`src/rtl/alu_pkg.sv`:
```
package alu_pkg;
  typedef enum logic [3:0] {
    FN_AND   = 4'd0,
    FN_OR    = 4'd1,
    FN_XOR   = 4'd2,
    FN_NOT   = 4'd3,
    FN_ADD   = 4'd4,
    FN_SUB   = 4'd5,
    FN_SHA   = 4'd6,
    FN_SHL   = 4'd7,
    FN_LT    = 4'd8,
    FN_LE    = 4'd9,
    FN_EQ    = 4'd10,
    FN_LTU   = 4'd11,
    FN_LEU   = 4'd12,
    FN_MOV   = 4'd13,
    FN_MOVHI = 4'd14,
    FN_NONE  = 4'd15
  } alu_fn_e;
endpackage

```
`src/rtl/alu_logic_unit.sv`:
```
module alu_logic_unit #(
  parameter int WIDTH = 16
) (
  input  logic [1:0]       fn,
  input  logic [WIDTH-1:0] a,
  input  logic [WIDTH-1:0] b,
  output logic [WIDTH-1:0] y
);
  always_comb begin
    unique case (fn)
      2'd0:    y = a & b;
      2'd1:    y = a | b;
      2'd2:    y = a ^ b;
      default: y = ~a;
    endcase
  end
endmodule

```
`src/rtl/alu_arith_unit.sv`:
```
module alu_arith_unit #(
  parameter int WIDTH = 16
) (
  input  logic [WIDTH-1:0] a,
  input  logic [WIDTH-1:0] b,
  output logic [WIDTH-1:0] sum,
  output logic [WIDTH-1:0] diff,
  output logic             lt_s,
  output logic             lt_u,
  output logic             eq
);
  localparam int MSB = WIDTH - 1;
  logic [WIDTH:0] diff_ext;

  always_comb begin
    sum      = a + b;
    diff_ext = {1'b0, a} - {1'b0, b};
    diff     = diff_ext[MSB:0];
    lt_u     = diff_ext[WIDTH];
    eq       = (diff == '0);
    // operands of opposite sign: the negative one is smaller
    lt_s     = (a[MSB] ^ b[MSB]) ? a[MSB] : lt_u;
  end
endmodule

```
`src/rtl/alu_shift_unit.sv`:
```
module alu_shift_unit #(
  parameter int WIDTH   = 16,
  parameter int SHAMT_W = 5
) (
  input  logic               arith,
  input  logic [WIDTH-1:0]   a,
  input  logic [SHAMT_W-1:0] amount,
  output logic [WIDTH-1:0]   y
);
  logic               go_right;
  logic [SHAMT_W-1:0] mag_right;
  logic signed [WIDTH-1:0] a_s;

  always_comb begin
    go_right  = amount[SHAMT_W-1];
    mag_right = ~amount + SHAMT_W'(1);
    a_s       = a;
    if (!go_right)
      y = a << amount;
    else if (arith)
      y = a_s >>> mag_right;
    else
      y = a >> mag_right;
  end
endmodule

```
`src/rtl/alu_datapath.sv`:
```
module alu_datapath #(
  parameter int WIDTH   = 16,
  parameter int IMM_W   = 8,
  parameter int SHAMT_W = 5
) (
  input  logic [3:0]       op_sel,
  input  logic [WIDTH-1:0] opnd_a,
  input  logic [WIDTH-1:0] opnd_b,
  input  logic [IMM_W-1:0] imm8,
  output logic [WIDTH-1:0] result,
  output logic             zero_flag
);
  import alu_pkg::*;

  localparam int LOW_W = WIDTH - IMM_W;

  alu_fn_e          fn;
  logic [WIDTH-1:0] logic_y, sum_y, diff_y, shift_y;
  logic             lt_s, lt_u, eq;

  assign fn = alu_fn_e'(op_sel);

  alu_logic_unit #(.WIDTH(WIDTH)) u_logic (
    .fn (op_sel[1:0]),
    .a  (opnd_a),
    .b  (opnd_b),
    .y  (logic_y)
  );

  alu_arith_unit #(.WIDTH(WIDTH)) u_arith (
    .a    (opnd_a),
    .b    (opnd_b),
    .sum  (sum_y),
    .diff (diff_y),
    .lt_s (lt_s),
    .lt_u (lt_u),
    .eq   (eq)
  );

  alu_shift_unit #(.WIDTH(WIDTH), .SHAMT_W(SHAMT_W)) u_shift (
    .arith  (op_sel[0] == 1'b0),
    .a      (opnd_a),
    .amount (opnd_b[SHAMT_W-1:0]),
    .y      (shift_y)
  );

  function automatic logic [WIDTH-1:0] as_word(input logic bit_in);
    return {{(WIDTH-1){1'b0}}, bit_in};
  endfunction

  always_comb begin
    unique case (fn)
      FN_AND, FN_OR, FN_XOR, FN_NOT: result = logic_y;
      FN_ADD:   result = sum_y;
      FN_SUB:   result = diff_y;
      FN_SHA, FN_SHL: result = shift_y;
      FN_LT:    result = as_word(lt_s);
      FN_LE:    result = as_word(lt_s | eq);
      FN_EQ:    result = as_word(eq);
      FN_LTU:   result = as_word(lt_u);
      FN_LEU:   result = as_word(lt_u | eq);
      FN_MOV:   result = opnd_a;
      FN_MOVHI: result = {imm8, opnd_a[LOW_W-1:0]};
      default:  result = '0;
    endcase
    zero_flag = ~|result;
  end
endmodule

```
`config.mk`:
```
export PLATFORM = sky130hd
export DESIGN_NAME = alu_datapath
export DESIGN_NICKNAME = d
export VERILOG_FILES = /design/src/rtl/alu_pkg.sv /design/src/rtl/alu_logic_unit.sv /design/src/rtl/alu_arith_unit.sv /design/src/rtl/alu_shift_unit.sv /design/src/rtl/alu_datapath.sv
export SDC_FILE = /design/constraint.sdc
export NUM_CORES = 1
export LEC_CHECK = 0
export ABC_AREA = 1
export CORE_MARGIN = 2
export CORE_UTILIZATION = 60
export DETAILED_ROUTE_END_ITERATION = 6
export PLACE_DENSITY = 0.86
export SYNTH_ARGS = -nofsm -noshare
export SYNTH_HDL_FRONTEND = slang
export SYNTH_SLANG_ARGS = --single-unit
```
`constraint.sdc`:
```
create_clock -name vclk -period 2.87
set_input_delay 0.287 -clock vclk [all_inputs]
set_output_delay 0.287 -clock vclk [all_outputs]
set_load 0.1 [all_outputs]
```
==> flow_summary_export.csv, run 1 <==
group,metric,value,unit
synth,avgSynthCellArea,4.992,um2
place,place_worst_setup_slack,-0.7172,ns
floorplan,io_pins,61,
clocking,ctsResizeCount,272,
synth,synth_cell_type_count,37,
synth,synthCells,980,
place,dpl.hpwl,21.83,mm
floorplan,die_width,94.30,um
synth,syn-num-nets,1076,
synth,synth_area,4892,um2
synth,ys_seq_area_frac,0,
floorplan,start_util,0.6266,
synth,yosysWarnings,0,
place,placed_area,7360,um2
run_status,lastStage,"clock tree synthesis (4_1_cts)",
clocking,cts_setup_buffers,30,
floorplan,row_count,32,
floorplan,die_h,94.30,um
run_status,status,"stopped before the end",
clocking,holdBufCountCts,0,
place,place_congestion,1.164,
place,placement.io_buffers,61,
run_status,stop_error,"[ERROR DPL-0038] Utilization greater than 100%, impossible to legalize",
-- synthesized netlist by cell type, drive strengths merged (3+ instances only) --
cell / instances / area share
nand3: 147 / 0.15
a31oi: 5 / 0.0064
o211ai: 16 / 0.025
a21oi: 56 / 0.059
nand3b: 5 / 0.0077
nand4: 23 / 0.031
o21bai: 3 / 0.0046
o21a: 4 / 0.0061
inv: 119 / 0.092
xor2: 3 / 0.0054
ha: 50 / 0.13
clkbuf: 12 / 0.0097
buf: 28 / 0.036
o221ai: 5 / 0.0090
o21ai: 78 / 0.080
nor3: 5 / 0.0051
nor2: 88 / 0.068
and2: 4 / 0.0051
nand2: 317 / 0.25
-- kinds of logic after synthesis --
| logic type | after synthesis | synth area share |
|---|---|---|
| buffers and inverters | 159 | 0.1379 |
| AND/OR/NAND/NOR | 590 | 0.5166 |
| XOR/XNOR | 4 | 0.007162 |
| adder cells (fa/ha/maj) | 52 | 0.1361 |
| AO/OA/AOI/OAI | 175 | 0.2023 |
-- per-stage QoR --
stage,hold slack (ns),cells
floorplan,1.064,980
global placement,1.580,1322
detailed placement,1.596,1322
==> run 2: changes to the inputs <==
--- a/config.mk
+++ b/config.mk
@@ -7,9 +7,9 @@
 export LEC_CHECK = 0
 export ABC_AREA = 1
 export CORE_MARGIN = 2
-export CORE_UTILIZATION = 60
+export CORE_UTILIZATION = 40
 export DETAILED_ROUTE_END_ITERATION = 6
-export PLACE_DENSITY = 0.86
+export PLACE_DENSITY_LB_ADDON = 0.15
 export SYNTH_ARGS = -nofsm -noshare
 export SYNTH_HDL_FRONTEND = slang
 export SYNTH_SLANG_ARGS = --single-unit
==> flow_summary_export.csv, run 2 <==
group,metric,value,unit
setup_path,crit_type,"primary input to output port",
synth,yosysWarnings,0,
synth,avgSynthCellArea,4.992,um2
setup_path,setup.worst_path.start,"opnd_a[0]",
global_route,grt_max_degree,20,
clocking,holdBufCountCts,0,
timing,relSlewSlack,0.5495,
detailed_routing,drt-total-wl,25.74,mm
timing,final-hold-violation-count,0,
global_route,grt_usage,0.3752,
synth,synth_top_cell_by_area,"nand2_1",
place,placement.io_buffers,61,
detailed_routing,dr.pass1.iters,5,
timing,worst_slack,-0.05057,ns
layout,nFillCells,1096,
place,dpl.hpwl,20.92,mm
detailed_routing,ant_nets,0,
timing,fin_crit_sh,1.018,
floorplan,die_width,114.6,um
floorplan,die_h,114.6,um
setup_path,cp_max_fo,4,
global_route,antenna_found_initial,0,
floorplan,core_area,11960,um2
hold_path,holdCritPathClass,"primary input to output port",
floorplan,io_pins,61,
floorplan,start_util,0.4090,
floorplan,dieArea,13130,um2
place,place_congestion,1.026,
layout,final_cells,1457,
layout,layout.nets,1408,
run_status,failed_checks,"setup timing",
layout,area_growth,79.39,%
layout,antenna_cells,0,
timing,fin_hold_ws,1.306,ns
synth,synthCells,980,
layout,final_cell_mix,"buf_4 (292), nand2_1 (282), nand3_1 (127)",
global_route,grt_first_pass_wirelength,38.73,mm
layout,ff_latch_area,0,um2
layout,final_common_cell,"buf_4",
setup_path,required,2.58,ns
timing,min_period,2.921,ns
synth,synth_cell_type_count,37,
synth,ys_top_cells_by_count,"nand2_1 (310), nand3_1 (147), inv_1 (109), nor2_1 (88), o21ai_0 (70)",
run_status,status,"finished, violations left",
synth,yosysMostFrequentCell,"nand2_1",
synth,synthTopCellsByArea,"nand2_1 (24%), nand3_1 (15%), ha_1 (13%), inv_1 (8.4%), o21ai_0 (7.2%)",
pwr,power.density,244.1,nW/um2
setup_path,cp-start-kind,"primary input",
timing,rsz0062_at_grt,"yes",
detailed_routing,drt_iter0_drc,734,
detailed_routing,wl_per_cell,17.67,um
layout,num-clock-buffers,0,
detailed_routing,vias,8107,
synth,synth_top_area_share,0.2379,
synth,synth_area,4892,um2
global_route,gr-total-overflow,0,
detailed_routing,drc,0,
synth,ys_seq_area_frac,0,
setup_path,worstSetupEndpointType,"output port",
timing,fmax,0.3424,GHz
synth,syn-num-nets,1076,
timing,worst_pin_slew,0.6750,ns
layout,drive_above_1_share,0.4298,
layout,flops_and_latches,0,
place,dp.cells,1422,
pwr,total_leakage_power,4.474,nW
hold_path,min-delay-start,"opnd_a[4]",
timing,finalSetupViolCount,1,
timing,slew_viol_final,0,
run,maxCapViolations,0,
setup_path,cp.arrival,2.63,ns
global_route,grt_pass1_vias,7523,
pwr,vdd_drop_max,188.5,uV
detailed_routing,avgViaCountPerCell,5.564,
floorplan,row_count,40,
## run 2: cell counts after synthesis
No cell type changed its count.
## run 2: kinds of logic after synthesis
group	Yosys count	share of synthesized area
compound gates	175	0.2023
fa+ha+maj	52	0.1361
buf+inv	159	0.1379
simple gates	590	0.5166
xor+xnor	4	0.007162
## run 2: worst max-delay path, stage by stage
cell and delay [ns]:
buf_8 0.11, inv_4 0.05, ha_4 0.14, inv_2 0.04
fa_2 0.36, nand4_1 0.13, nand3b_1 0.19, nand2_1 0.14
nand2_2 0.06, nand2_1 0.06, o221ai_1 0.10, nor2_1 0.18
nand2_1 0.11, nor2_2 0.14, nand4_1 0.18, nor2_4 0.17
buf_12 0.18
## run 2: cell type report
class                           instances  area [um2]  share of cell area
Tap cell                              147       183.9             0.02096
Multi-Input combinational cell        821        5006              0.5704
Timing Repair Buffer                  370        3114              0.3549
Inverter                              119       471.7             0.05375
## run 2: worst paths after layout
| kind | end | slack [ns] | depth (start not counted) |
|---|---|---|---|
| worst max-delay path | zero_flag | -0.05 | 17 |
| worst min-delay path | result[4] | 1.31 | 6 |
## run 2: what timing repair did
item	in CTS	in global routing
resized for setup	174	161
endpoints found under the setup margin	17	10
pin swaps	42	76
buffers inserted	15	20
## run 2: power breakdown
part	total, W	internal, W	switching, W
clock	0	0	0
sequential	0	0	0
combinational	0.00214	0.000928	0.00121
total	0.00214	0.000928	0.00121
## run 2: metal layers
layer	track usage	part of all wire	up-vias
li1	-	-	3907
met1	0.4898	0.41	3710
met2	0.6627	0.48	404
met3	0.02012	0.070	86
met4	0.1122	0.043	0
met5	0	0	-
## run 2: through the flow
stage	area [um2]	total power [W]	TNS [ns]	util	worst slack, ns
floorplan	5057	0.0009662	-0.9080	-	-0.9080
global placement	7829	0.001842	-5.016	0.6545	-0.7460
detailed placement	7829	0.001846	-5.331	0.6545	-0.7374
CTS	8270	0.001953	-0.09043	0.6914	-0.09043
global route	8776	0.002276	-0.3230	0.7337	-0.1876
finish	8776	0.002142	-0.05057	0.7337	-0.05057
No activity file was read; power rests on OpenSTA's default activity.
